### config.mk
export PLATFORM = sky130hd
export DESIGN_NAME = eep_mode_ctl
export DESIGN_NICKNAME = d
export VERILOG_FILES = /design/src/rtl/eep_mode_pkg.sv /design/src/rtl/eep_mode_fsm.sv /design/src/rtl/eep_pin_mux.sv /design/src/rtl/eep_cfg_bank.sv /design/src/rtl/eep_mode_ctl.sv
export SDC_FILE = /design/constraint.sdc
export NUM_CORES = 1
export LEC_CHECK = 0
export CORE_MARGIN = 5
export CORE_UTILIZATION = 60
export CTS_CLUSTER_DIAMETER = 50
export DETAILED_ROUTE_END_ITERATION = 7
export DONT_BUFFER_PORTS = 1
export GPL_ROUTABILITY_DRIVEN = 1
export GPL_TIMING_DRIVEN = 0
export PLACE_DENSITY_LB_ADDON = 0.12
export SLEW_MARGIN = 10
export SYNTH_ARGS = -nofsm -noshare
export SYNTH_HDL_FRONTEND = slang
export SYNTH_SLANG_ARGS = --single-unit
export TNS_END_PERCENT = 1
### constraint.sdc
create_clock -name clk -period 3.2 [get_ports clk]
set_input_delay 0.8 -clock clk [delete_from_list [all_inputs] [get_ports clk]]
set_output_delay 0.8 -clock clk [all_outputs]
set_load 0.02 [all_outputs]
### src/rtl/eep_mode_pkg.sv
package eep_mode_pkg;

    typedef enum logic [2:0] {
        ST_NORMAL,
        ST_LOAD,
        ST_RELOAD,
        ST_PROG,
        ST_CFGWR
    } mode_st_e;

    localparam logic [1:0] CODE_NORMAL = 2'b00;
    localparam logic [1:0] CODE_LOAD   = 2'b01;
    localparam logic [1:0] CODE_PROG   = 2'b10;
    localparam logic [1:0] CODE_CFGWR  = 2'b11;

endpackage

### src/rtl/eep_mode_fsm.sv
module eep_mode_fsm
    import eep_mode_pkg::*;
#(
    parameter int LOAD_CYCLES = 100000
) (
    input  logic       clk,
    input  logic       rst_n,
    input  logic       mode_wr,
    input  logic [1:0] mode_code,
    input  logic       ldr_done,
    output mode_st_e   state,
    output logic       wr_accept,
    output logic       ldr_start,
    output logic       regs_rst,
    output logic       net_disable,
    output logic       cfg_open,
    output logic [1:0] mode_rd
);

    localparam int CNT_W = $clog2(LOAD_CYCLES + 1);
    localparam logic [CNT_W-1:0] CNT_LAST = CNT_W'(LOAD_CYCLES - 1);

    mode_st_e         nxt;
    logic [CNT_W-1:0] cnt;

    always_comb begin
        nxt = state;
        unique case (state)
            ST_NORMAL, ST_PROG, ST_CFGWR: begin
                if (mode_wr) begin
                    unique case (mode_code)
                        CODE_NORMAL: nxt = ST_NORMAL;
                        CODE_LOAD:   nxt = ST_LOAD;
                        CODE_PROG:   nxt = ST_PROG;
                        CODE_CFGWR:  nxt = ST_CFGWR;
                    endcase
                end
            end
            ST_LOAD: begin
                if (ldr_done || cnt == CNT_LAST) nxt = ST_RELOAD;
            end
            ST_RELOAD: nxt = ST_NORMAL;
            default:   nxt = ST_NORMAL;
        endcase
    end

    always_ff @(posedge clk or negedge rst_n) begin
        if (!rst_n) begin
            state <= ST_NORMAL;
            cnt   <= '0;
        end else begin
            state <= nxt;
            if (state == ST_LOAD) cnt <= cnt + 1'b1;
            else                  cnt <= '0;
        end
    end

    always_comb begin
        wr_accept   = mode_wr && (state != ST_LOAD) && (state != ST_RELOAD);
        ldr_start   = (state == ST_LOAD) && (cnt == '0);
        regs_rst    = (state == ST_RELOAD);
        net_disable = (state == ST_PROG);
        cfg_open    = (state == ST_CFGWR);
        unique case (state)
            ST_NORMAL:          mode_rd = CODE_NORMAL;
            ST_LOAD, ST_RELOAD: mode_rd = CODE_LOAD;
            ST_PROG:            mode_rd = CODE_PROG;
            ST_CFGWR:           mode_rd = CODE_CFGWR;
            default:            mode_rd = CODE_NORMAL;
        endcase
    end

    p_start_pulse_r3: assert property (@(posedge clk) disable iff (!rst_n)
        ldr_start |=> !ldr_start);

    p_load_hold_r3: assert property (@(posedge clk) disable iff (!rst_n)
        (state == ST_LOAD && !ldr_done && cnt != CNT_LAST) |=> (state == ST_LOAD));

    p_load_bound_r4: assert property (@(posedge clk) disable iff (!rst_n)
        (state == ST_LOAD) |-> (cnt <= CNT_LAST));

    p_reload_exit_r4: assert property (@(posedge clk) disable iff (!rst_n)
        regs_rst |=> (!regs_rst && state == ST_NORMAL));

endmodule

### src/rtl/eep_pin_mux.sv
module eep_pin_mux
    import eep_mode_pkg::*;
(
    input  logic       clk,
    input  logic       rst_n,
    input  mode_st_e   state,
    input  logic       wr_accept,
    input  logic [2:0] wbits,
    input  logic       clr,
    input  logic       ldr_cs,
    input  logic       ldr_sk,
    input  logic       ldr_di,
    input  logic       ee_do,
    output logic       ee_cs,
    output logic       ee_sk,
    output logic       ee_di,
    output logic [3:0] pin_view
);

    logic [2:0] pin_q;

    always_ff @(posedge clk or negedge rst_n) begin
        if (!rst_n)         pin_q <= '0;
        else if (clr)       pin_q <= '0;
        else if (wr_accept) pin_q <= wbits;
    end

    always_comb begin
        unique case (state)
            ST_PROG:            {ee_cs, ee_sk, ee_di} = pin_q;
            ST_LOAD, ST_RELOAD: {ee_cs, ee_sk, ee_di} = {ldr_cs, ldr_sk, ldr_di};
            default:            {ee_cs, ee_sk, ee_di} = 3'b000;
        endcase
        if (state == ST_PROG || state == ST_LOAD || state == ST_RELOAD)
            pin_view = {ee_cs, ee_sk, ee_di, ee_do};
        else
            pin_view = 4'h0;
    end

    p_pins_idle_r7: assert property (@(posedge clk) disable iff (!rst_n)
        (state == ST_NORMAL || state == ST_CFGWR) |-> (!ee_cs && !ee_sk && !ee_di));

    p_prog_bits_r6: assert property (@(posedge clk) disable iff (!rst_n)
        (wr_accept && !clr) |=> (state != ST_PROG || {ee_cs, ee_sk, ee_di} == $past(wbits)));

endmodule

### src/rtl/eep_cfg_bank.sv
module eep_cfg_bank #(
    parameter int                    NUM_CFG      = 4,
    parameter int                    ADDR_W       = 3,
    parameter logic [NUM_CFG*8-1:0]  CFG_DEFAULTS = 32'h0C21608D,
    parameter logic [15:0]           PHY_DEFAULT  = 16'h1000,
    parameter logic [15:0]           PHY_LOCK     = 16'h3100
) (
    input  logic              clk,
    input  logic              rst_n,
    input  logic              clr,
    input  logic              open,
    input  logic              wr,
    input  logic [ADDR_W-1:0] waddr,
    input  logic [7:0]        wdata,
    input  logic [ADDR_W-1:0] raddr,
    output logic [7:0]        rdata,
    output logic              hit
);

    localparam logic [ADDR_W-1:0] A_PHY_LO = ADDR_W'(NUM_CFG + 2);
    localparam logic [ADDR_W-1:0] A_PHY_HI = ADDR_W'(NUM_CFG + 3);

    logic [NUM_CFG-1:0][7:0] cfg_q;
    logic [15:0]             phy_q;
    logic [7:0]              lock_lo, lock_hi;
    logic                    cfg_addr_w;

    for (genvar g = 0; g < NUM_CFG; g++) begin : g_cfg
        always_ff @(posedge clk or negedge rst_n) begin
            if (!rst_n)
                cfg_q[g] <= CFG_DEFAULTS[g*8 +: 8];
            else if (clr)
                cfg_q[g] <= CFG_DEFAULTS[g*8 +: 8];
            else if (wr && open && waddr == ADDR_W'(g + 1))
                cfg_q[g] <= wdata;
        end
    end

    assign lock_lo = open ? 8'h00 : PHY_LOCK[7:0];
    assign lock_hi = open ? 8'h00 : PHY_LOCK[15:8];

    always_ff @(posedge clk or negedge rst_n) begin
        if (!rst_n)
            phy_q <= PHY_DEFAULT;
        else if (clr)
            phy_q <= PHY_DEFAULT;
        else if (wr && waddr == A_PHY_LO)
            phy_q[7:0] <= (phy_q[7:0] & lock_lo) | (wdata & ~lock_lo);
        else if (wr && waddr == A_PHY_HI)
            phy_q[15:8] <= (phy_q[15:8] & lock_hi) | (wdata & ~lock_hi);
    end

    always_comb begin
        rdata = 8'h00;
        hit   = 1'b0;
        for (int i = 0; i < NUM_CFG; i++) begin
            if (raddr == ADDR_W'(i + 1)) begin
                rdata = cfg_q[i];
                hit   = 1'b1;
            end
        end
        if (raddr == A_PHY_LO) begin
            rdata = phy_q[7:0];
            hit   = 1'b1;
        end
        if (raddr == A_PHY_HI) begin
            rdata = phy_q[15:8];
            hit   = 1'b1;
        end
    end

    assign cfg_addr_w = (waddr >= ADDR_W'(1)) && (waddr <= ADDR_W'(NUM_CFG));

    p_cfg_locked_r8: assert property (@(posedge clk) disable iff (!rst_n)
        (wr && !open && !clr && cfg_addr_w) |=> $stable(cfg_q));

    p_phy_lock_r9: assert property (@(posedge clk) disable iff (!rst_n)
        (!open && !clr) |=> ((phy_q & PHY_LOCK) == ($past(phy_q) & PHY_LOCK)));

endmodule

### src/rtl/eep_mode_ctl.sv
module eep_mode_ctl
    import eep_mode_pkg::*;
#(
    parameter int                    LOAD_CYCLES  = 100000,
    parameter int                    NUM_CFG      = 4,
    parameter int                    ADDR_W       = 3,
    parameter logic [NUM_CFG*8-1:0]  CFG_DEFAULTS = 32'h0C21608D,
    parameter logic [15:0]           PHY_DEFAULT  = 16'h1000,
    parameter logic [15:0]           PHY_LOCK     = 16'h3100
) (
    input  logic              clk,
    input  logic              rst_n,
    input  logic              host_wr,
    input  logic [ADDR_W-1:0] host_waddr,
    input  logic [7:0]        host_wdata,
    input  logic [ADDR_W-1:0] host_raddr,
    output logic [7:0]        host_rdata,
    output logic              ee_cs,
    output logic              ee_sk,
    output logic              ee_di,
    input  logic              ee_do,
    input  logic              ldr_cs,
    input  logic              ldr_sk,
    input  logic              ldr_di,
    output logic              ldr_start,
    input  logic              ldr_done,
    output logic              regs_rst,
    output logic              net_disable,
    output logic              cfg_wr_open
);

    localparam logic [ADDR_W-1:0] A_MODE = '0;

    mode_st_e   state;
    logic       mode_wr;
    logic       wr_accept;
    logic [1:0] mode_rd;
    logic [3:0] pin_view;
    logic [7:0] cfg_rdata;
    logic       cfg_hit;

    assign mode_wr = host_wr && (host_waddr == A_MODE);

    eep_mode_fsm #(.LOAD_CYCLES(LOAD_CYCLES)) u_fsm (
        .clk         (clk),
        .rst_n       (rst_n),
        .mode_wr     (mode_wr),
        .mode_code   (host_wdata[7:6]),
        .ldr_done    (ldr_done),
        .state       (state),
        .wr_accept   (wr_accept),
        .ldr_start   (ldr_start),
        .regs_rst    (regs_rst),
        .net_disable (net_disable),
        .cfg_open    (cfg_wr_open),
        .mode_rd     (mode_rd)
    );

    eep_pin_mux u_pins (
        .clk       (clk),
        .rst_n     (rst_n),
        .state     (state),
        .wr_accept (wr_accept),
        .wbits     (host_wdata[3:1]),
        .clr       (regs_rst),
        .ldr_cs    (ldr_cs),
        .ldr_sk    (ldr_sk),
        .ldr_di    (ldr_di),
        .ee_do     (ee_do),
        .ee_cs     (ee_cs),
        .ee_sk     (ee_sk),
        .ee_di     (ee_di),
        .pin_view  (pin_view)
    );

    eep_cfg_bank #(
        .NUM_CFG      (NUM_CFG),
        .ADDR_W       (ADDR_W),
        .CFG_DEFAULTS (CFG_DEFAULTS),
        .PHY_DEFAULT  (PHY_DEFAULT),
        .PHY_LOCK     (PHY_LOCK)
    ) u_cfg (
        .clk   (clk),
        .rst_n (rst_n),
        .clr   (regs_rst),
        .open  (cfg_wr_open),
        .wr    (host_wr),
        .waddr (host_waddr),
        .wdata (host_wdata),
        .raddr (host_raddr),
        .rdata (cfg_rdata),
        .hit   (cfg_hit)
    );

    always_comb begin
        if (host_raddr == A_MODE) host_rdata = {mode_rd, 2'b00, pin_view};
        else if (cfg_hit)         host_rdata = cfg_rdata;
        else                      host_rdata = 8'h00;
    end

    p_excl_r5: assert property (@(posedge clk) disable iff (!rst_n)
        !(net_disable && cfg_wr_open));

    p_rst_pulse_r4: assert property (@(posedge clk) disable iff (!rst_n)
        regs_rst |-> (!net_disable && !cfg_wr_open && !ldr_start));

endmodule

# Word level (Yosys, flattened, before mapping)
# Index checks and enable logic that the tools add are counted.
# totals
reg_bits	71
input_bits	22
output_inout_bits	15
wordCells	108
# op_classes
addsub	1
eq_ne	25
muxes	39
n_bitwise	4
reduce_logical	30
# ops
op	n
8-bit two-way mux	19
3-bit equality test, second input constant	7
3-bit by 2-bit equality test with 1-bit output, second input constant	6
17-bit by 1-bit adder with 17-bit output, second input constant	1
17-bit equality test, second input constant	1
17-bit logical NOT	1
17-bit two-way mux	1
8-bit AND	2
16-bit two-way mux	1
2-bit nonzero test	7
3-bit two-way mux	4
3-bit case mux with 4 select lines	1
1-bit logical AND	11
3-bit by 1-bit equality test with 1-bit output, second input constant	3
3-bit logical NOT	3
8-bit inverter	1
8-bit bitwise OR	1
1-bit two-way mux	6
6-bit two-way mux	1
1-bit case mux with 2 select lines	3
2-bit case mux with 3 select lines	1
3-bit case mux with 2 select lines	1
2-bit equality test, second input constant	2
4-bit two-way mux	1
10 further kinds	14

# Logic depth before layout (Yosys ltp)
# Gate-level depths: netlist of the first run.
# logic_depth
ltp_word	9
mapped_depth	7
ltp_nobuf	6

# Hierarchy
# From an unflattened synthesis of the first run, not the netlist that was laid out.
# unflattened
hier_cells	433
hier_area_um2	4197.8
# modules_own_cells
module	instances	cells_per_inst	area_per_inst_um2	seq_area_each_um2
eep_cfg_bank	1	247	2573.7	1214.9
eep_mode_fsm	1	136	1241.2	500.5
eep_pin_mux	1	25	234.0	75.1
eep_mode_ctl	1	25	148.9	0.0

# Worst setup path after synthesis of the first run
# No wires, ideal clock.
# synth_timing
kind	input -> output
start	input port host_raddr[1]
end	output port host_rdata[1]
arrival_ps	2066
required_time_ps	2400
setup_slack_ps	334
stages	6
path_buffers	2
path_cell_list	clkbuf_1 buf_2 mux2i_1 nor2_1 a221oi_1 nand2_1
# synth_between
elab_chain_cells	9
elab_cells_between_ends	21
cone_classes	6 x eq/ne; 14 x mux; 1 x reduce/logical
# synth_lines
item	line_no	text
from (decl)	eep_mode_ctl.sv:16	input logic [ADDR_W-1:0] host_raddr,
3-bit by 1-bit equality test with 1-bit output	eep_cfg_bank.sv:57	if (raddr == ADDR_W'(i + 1)) begin
8-bit two-way mux or 1-bit two-way mux (tied branches) (4 in a row)	eep_cfg_bank.sv:57	
8-bit two-way mux or 1-bit two-way mux (tied branches)	eep_cfg_bank.sv:62	if (raddr == A_PHY_LO) begin
8-bit two-way mux or 1-bit two-way mux (tied branches)	eep_cfg_bank.sv:66	if (raddr == A_PHY_HI) begin
8-bit two-way mux	eep_mode_ctl.sv:97	else if (cfg_hit) host_rdata = cfg_rdata;
8-bit two-way mux *	eep_mode_ctl.sv:96	if (host_raddr == A_MODE) host_rdata = {mode_rd, 2'b00, pin_view};
to (decl)	eep_mode_ctl.sv:17	output logic [7:0] host_rdata,
# Mark *: on every way between the ends. The rest lies on a longest branch, timed or not.

# Final worst setup path of the first run
# Same ends and word-level chain as after synthesis.

==> metrics.yaml, run 1 <==
critPathMaxFanout: 10
place_inst: 500
power_density_nw_per_um2: 544
p_switching_w: 0.000655
diodes: 0
fin_skew_ns: 0.00608
ctsResizeCount: 2
timing.setup.tns_ns: 0
htree_levels: 3
die_w_um: 90.2
final_cell_area_um2: 4160
synth-edff-count: 0
grtUsageTotal_pct: 24.9
n_fill_cell: 538
rsz0062_at_grt: "false"
ys_types: 55
internal-power_w: 0.00161
start_util_pct: 61.1
synth_cells: 423
wirelength_um: 9970
grt_first_pass_wirelength_um: 16100
utilization_pct: 65.8
slew_viol_final: 0
grt_max_degree: 72
wl_per_cell_um: 19.3
seq_power_share_pct: 50.6
setup_viol_count_final: 0
fin_cells: 516
cp.arrival_ns: 2.24
core_area_um2: 6310
drt_iter0_markers: 277
busiest_layer: "met2"
ant_nets: 0
yosysWarnings: 0
gp_congestion: 0.884
ir_drop_v: 0.000327
tightest_slew_ns: 0.754
min_period_over_period_pct: 95.0
ctsHoldBuffers: 0
antenna_found_initial: 0
ys.flop_type: "dfrtp_1"
cts.sinks: 71
hp-class: "in -> async"
postCtsSetupBuffers: 0
die_area_um2: 8140
nNetsFinal: 460
setup_ws_ns: 0.161
relSlewSlack_pct: 49.8
netlist_area_um2: 3860
dp_hpwl_um: 6960
clockRootBuffer: "clkbuf_8"
numCtsBuffers: 9
ys_ff_latch: 71
yosysTopAreaCell: "dfrtp_1"
path_clk_slew_ns: 0.08
die_h_um: 90.2
dpl_cell_area_um2: 3960
power.share.clock_pct: 31.8
synthTopCellsByArea: "dfrtp_1 39%, dfstp_2 7.5%, nand2_1 6.8%, mux2i_1 6.5%, a21oi_1 4.4%"
path_class: "in -> out"
floorplan.rows: 29
status: "finished clean"
via_per_inst: 6.23
grtUsageMet1_pct: 33.3
firstDrtPassIters: 5
switching_share_pct: 29.0
num_io_pins: 37
fmax_mhz: 329
grt_pass1_vias: 3061
clk_latency_ns: 0.35
grtUsageMet3_pct: 4.01
comb_power_share_pct: 17.6
clk_path_buf_depth: 2
max_cap_viol_count: 0
ys_seq_area_share_pct: 46.4
cp-end-kind: "primary output"
port_buffers: 0
postSynthAreaPerCell_um2: 9.13
synth_top_area_share_pct: 38.9
vias: 3216
p_leak_nw: 1.85
async_flop_share_pct: 100
grt_overflow: 0
grtUsageMet2_pct: 39.3
syn_to_final_growth_pct: 7.65
cts_tree: "yes"
fin_crit_ns: 3.04
startpoint_type: "input port"
route.detailed.drc: 0
hold_viol: 0
worstPathRequired_ns: 2.40
final_layout_size_suffix_gt1_share_pct: 12.8
dp_worst_setup_slack_ns: -0.0499
syn_nets: 449
## area by class of cell
type | count | area [um2] | share of cell area [%]
Sequential cell | 71 | 1790 | 43.1
Inverter | 10 | 37.5 | 0.903
Clock buffer | 13 | 149 | 3.58
Buffer | 29 | 144 | 3.46
Tap cell | 77 | 96.3 | 2.32
Multi-Input combinational cell | 313 | 1900 | 45.6
Clock inverter | 3 | 42.5 | 1.02
## registers in the layout, summed over array words and instances (netlist names)
name,count
u_cfg.cfg_q,32
u_fsm.state,3
u_pins.pin_q,3
u_fsm.cnt,17
u_cfg.phy_q,16
## cells by family after synthesis
group | after synthesis | share of synthesized area, %
AND/OR/NAND/NOR | 179 | 22.7
buffers and inverters | 39 | 4.64
flip-flops | 71 | 46.4
XOR/XNOR | 13 | 2.95
AO/OA/AOI/OAI | 85 | 12.9
multiplexers | 32 | 9.11
adder cells (fa/ha/maj) | 4 | 1.30
## routing by layer
layer	wire length (um)	up-vias	part of all wire [%]
li1	-	1487	-
met1	4260	1575	43
met2	4720	134	47
met3	739	20	7.4
met4	253	0	2.5
met5	0	-	0
## stage by stage
| step | hold slack, ns | total power, W |
|---|---|---|
| floorplan | 0.475 | 0.00145 |
| global placement | 0.494 | 0.00153 |
| detailed placement | 0.507 | 0.00155 |
| CTS | 0.127 | 0.00227 |
| global route | 0.125 | 0.00237 |
| finish | 0.135 | 0.00226 |
## power groups by stage
stage | clock network (W) | registers (W) | logic (W)
3_3_place_gp | 0 | 0.00115 | 0.000380
5_1_grt | 0.000770 | 0.00116 | 0.000439
3_5_place_dp | 0 | 0.00116 | 0.000393
2_1_floorplan | 0 | 0.00113 | 0.000316
6_report | 0.000718 | 0.00114 | 0.000398
4_1_cts | 0.000730 | 0.00114 | 0.000397
## final timing paths
kind	slack (ns)	from	cells past startpoint	end
worst max-delay path	0.16	host_raddr[1]	6	host_rdata[1]
worst min-delay path	0.14	rst_n	0	u_cfg.cfg_q[8]$_DFFE_PN0P_
worst max register to register	1.26	u_fsm.state[1]$_DFFE_PN0P_	6	u_cfg.cfg_q[29]$_DFFE_PN0P_
worst min register to register	0.53	u_cfg.cfg_q[24]$_DFFE_PN0P_	2	u_cfg.cfg_q[24]$_DFFE_PN0P_
min in group clk	0.53	u_cfg.cfg_q[24]$_DFFE_PN0P_	2	u_cfg.cfg_q[24]$_DFFE_PN0P_
max in group asynchronous	2.87	rst_n	0	u_cfg.cfg_q[27]$_DFFE_PN1P_
## layout by cell type, fill, tap and decap left out, drive strengths merged, types with 8 or more instances in the layout
cell	Yosys	layout
o21ai	31	31
a21oi	34	34
nand3	14	14
dfstp	11	11
dfrtp	60	60
xor2	8	8
nor2	39	39
nand2	70	70
inv	10	10
clkbuf	16	30
buf	13	12
mux2i	25	25
nor3	14	14
## synthesized netlist by cell type, types with 3 or more instances
master    number
a21oi_1       34
a22o_1         3
a22oi_1        3
and2_1         4
and4_1         4
buf_2          9
clkbuf_1      14
dfrtp_1       60
dfstp_2       11
ha_1           4
inv_1          9
mux2_2         5
mux2i_1       25
nand2_1       70
nand2b_1       3
nand3_1       13
nand4_1        6
nor2_1        39
nor2b_1        5
nor3_1        14
nor4_1         5
o21ai_0       30
or3_1          3
xnor2_1        5
xor2_1         8
## critical path: stages
cell and delay [ns]:
clkbuf_2 0.22, buf_2 0.36, mux2i_1 0.28, nor2_1 0.07, a221oi_1 0.29, nand2_1 0.22
Power figures use the tool's default switching activity.
==> run 2, diff against run 1 <==
--- a/config.mk
+++ b/config.mk
@@ -5,6 +5,7 @@
 export SDC_FILE = /design/constraint.sdc
 export NUM_CORES = 1
 export LEC_CHECK = 0
+export ABC_AREA = 1
 export CORE_MARGIN = 5
 export CORE_UTILIZATION = 60
 export CTS_CLUSTER_DIAMETER = 50
@@ -13,6 +14,7 @@
 export GPL_ROUTABILITY_DRIVEN = 1
 export GPL_TIMING_DRIVEN = 0
 export PLACE_DENSITY_LB_ADDON = 0.12
+export SKIP_LAST_GASP = 1
 export SLEW_MARGIN = 10
 export SYNTH_ARGS = -nofsm -noshare
 export SYNTH_HDL_FRONTEND = slang
==> metrics.yaml, run 2 <==
whs_ns: 0.139  # was 0.135 ns
netlist_area_um2: 3870  # was 3860 um2
hold_viol: 0  # unchanged
worstPathRequired_ns: 2.40  # about the same
start_util_pct: 61.3  # was 61.1%
slew_viol_final: 0  # unchanged
fmax_mhz: 348  # was 329 MHz
firstDrtPassIters: 5  # unchanged
power_w: 0.00298  # was 0.00226 W
final_common_cell: "nand2_1"  # unchanged
fin_skew_ns: 0.00661  # was 0.00608 ns
tightest_slew_ns: 0.725  # was 0.754 ns
wl_per_cell_um: 16.1  # was 19.3 um
crit_start: "u_fsm.state[0]$_DFFE_PN0P_"  # was host_raddr[1]
syn_to_final_growth_pct: 7.98  # was 7.65%
floorplan.rows: 29  # unchanged
grt_overflow: 0  # unchanged
path_clk_slew_ns: 0.08  # about the same
final_cell_mix: "118 x nand2_1, 60 x dfrtp_1, 58 x inv_1, 58 x nand3_1, 44 x nor2_1"  # was 70 x nand2_1, 60 x dfrtp_1, 39 x nor2_1
synth_cells: 509  # was 423
cp-end-kind: "primary output"  # unchanged
gp_congestion: 0.899  # was 0.884
place_inst: 586  # was 500
ys_seq_area_share_pct: 46.2  # was 46.4%
synth-edff-count: 0  # unchanged
die_h_um: 90.3  # was 90.2 um
die_area_um2: 8160  # was 8140 um2
setup_viol_count_final: 0  # unchanged
timing.setup.tns_ns: 0  # unchanged
ys_types: 33  # was 55
cts.sinks: 71  # unchanged
final_cell_area_um2: 4180  # was 4160 um2
synthTopCellsByArea: "dfrtp_1 39%, nand2_1 11%, nand3_1 7.5%, dfstp_2 7.5%, inv_1 5.6%"  # was dfrtp_1 39%, dfstp_2 7.5%, nand2_1 6.8%, mux2i_1 6.5%, a21oi_1 4.4%
num_io_pins: 37  # unchanged
ant_nets: 0  # unchanged
ir_drop_v: 0.000445  # was 0.000327 V
cts_tree: "yes"  # unchanged
syn_nets: 535  # was 449
core_area_um2: 6310  # unchanged
fin_crit_ns: 2.87  # was 3.04 ns
grt_max_degree: 72  # unchanged
async_flop_share_pct: 100  # unchanged
synth_common_cells: "118 x nand2_1, 60 x dfrtp_1, 58 x inv_1, 58 x nand3_1, 44 x nor2_1"  # was 70 x nand2_1, 60 x dfrtp_1, 39 x nor2_1
largest_register: "u_cfg.cfg_q"  # unchanged
via_per_inst: 5.74  # was 6.23
clk_path_buf_depth: 2  # unchanged
clk_latency_ns: 0.35  # about the same
htree_levels: 3  # unchanged
diodes: 0  # unchanged
max_cap_viol_count: 0  # unchanged
synth_top_area_share_pct: 38.8  # was 38.9%
port_buffers: 0  # unchanged
yosysTopAreaCell: "dfrtp_1"  # unchanged
yosysMostFrequentCell: "nand2_1"  # unchanged
grt_pass1_vias: 3314  # was 3,061
drt_iter0_markers: 262  # was 277
numCtsBuffers: 9  # unchanged
reg_top3: "u_cfg.cfg_q (32), u_fsm.cnt (17), u_cfg.phy_q (16)"  # unchanged
dp_hpwl_um: 7300  # was 6960 um
clockRootBuffer: "clkbuf_8"  # unchanged
vias: 3458  # was 3,216
highest_layer: "met4"  # unchanged
hp-class: "in -> async"  # unchanged
rsz0062_at_grt: "false"  # unchanged
antenna_found_initial: 0  # unchanged
largest_reg_flops: 32  # unchanged
ctsResizeCount: 0  # was 2
min_period_over_period_pct: 89.8  # was 95.0%
postCtsSetupBuffers: 0  # unchanged
ys_ff_latch: 71  # unchanged
met3WireLength_um: 634  # was 739 um
fin_cells: 602  # was 516
grt_first_pass_wirelength_um: 16400  # was 16,100 um
final_layout_size_suffix_gt1_share_pct: 12.4  # was 12.8%
p_leak_nw: 1.96  # was 1.85 nW
die_w_um: 90.3  # was 90.2 um
critPathMaxFanout: 7  # was 10
ys.flop_type: "dfrtp_1"  # unchanged
status: "finished clean"  # unchanged
relSlewSlack_pct: 51.3  # was 49.8%
dpl_cell_area_um2: 3970  # was 3960 um2
nNetsFinal: 546  # was 460
yosysWarnings: 0  # unchanged
cp.arrival_ns: 2.07  # was 2.24 ns
ctsHoldBuffers: 0  # unchanged
grtUsageTotal_pct: 25.0  # was 24.9%
startpoint_type: "flip-flop"  # was input port
postSynthAreaPerCell_um2: 7.61  # was 9.13 um2
wirelength_um: 9680  # was 9970 um
wirelength_met1_um: 4520  # was 4260 um
r2r_start: "u_fsm.state[0]$_DFFE_PN0P_"  # was u_fsm.state[1]$_DFFE_PN0P_
route.detailed.drc: 0  # unchanged
power_density_nw_per_um2: 712  # was 544 nW/um2
wl_met2_um: 4270  # was 4720 um
path_class: "reg -> out"  # was in -> out
[run 2: cell types whose count changed after synthesis, moves of 9 or more]
cell and delta:
a21oi_1 -21, clkbuf_1 -12, inv_1 +49, inv_2 +9, mux2i_1 -25, nand2_1 +48, nand3_1 +45, o21ai_0 +12
o21ai_1 +22
[run 2: worst max-delay path: stages, from the launching register on]
cell and delay, ns:
dfrtp_1 0.46, inv_2 0.09, nor3_4 0.44, inv_2 0.12, o21ai_2 0.30, nand2_1 0.09
nand3_1 0.23
[run 2: report_power, final]
group	total [W]	leakage [nW]	internal, W	switching (W)
logic	0.000868	0.928	0.000263	0.000605
registers	0.00131	0.928	0.00118	0.000139
clock network	0.000796	0.104	0.000441	0.000354
total	0.00298	1.96	0.00188	0.00110
[run 2: final timing paths]
path / end / cells past startpoint / slack, ns
min in group clk: u_cfg.cfg_q[7]$_DFFE_PN1P_ / 2 / 0.49
worst min register to register: u_cfg.cfg_q[7]$_DFFE_PN1P_ / 2 / 0.49
max in group asynchronous: u_cfg.cfg_q[7]$_DFFE_PN1P_ / 0 / 2.86
worst min-delay path: u_cfg.cfg_q[24]$_DFFE_PN0P_ / 0 / 0.14
worst max register to register: u_cfg.cfg_q[26]$_DFFE_PN1P_ / 7 / 1.52
worst max-delay path: host_rdata[3] / 6 / 0.33
[run 2: area by class of cell]
cell class | count | area, um2
plain buffers | 10 | 52.6
clock buffers | 11 | 131
clock inverters | 5 | 81.3
fillers | 581 | 2130
inverters | 68 | 255
multi-input cells | 360 | 1770
flip-flops and latches | 71 | 1790
well taps | 77 | 96.3
[run 2: cells by family (layout without fill, tap and decap cells)]
family	count (synthesis)	count (layout)	synth area share [%]
flip-flops	71	71	46.2
XOR/XNOR	5	5	1.13
buffers and inverters	78	94	7.95
AND/OR/NAND/NOR	262	262	30.8
AO/OA/AOI/OAI	89	89	12.6
adder cells (fa/ha/maj)	4	4	1.29
[run 2: through the flow]
stage / setup slack (ns) / util, %
6_report: 0.327 / 66.2
5_1_grt: 0.177 / 66.2
4_1_cts: 0.303 / 66.2
3_5_place_dp: 0.393 / 62.9
3_3_place_gp: 0.424 / 62.9
2_1_floorplan: 0.763 / -
[run 2: per-layer routing]
layer  vias up  GRT usage (%)
li1       1694              -
met1      1640           35.2
met2       101           36.6
met4         0           10.2
met5         -              0
met3        23           6.58
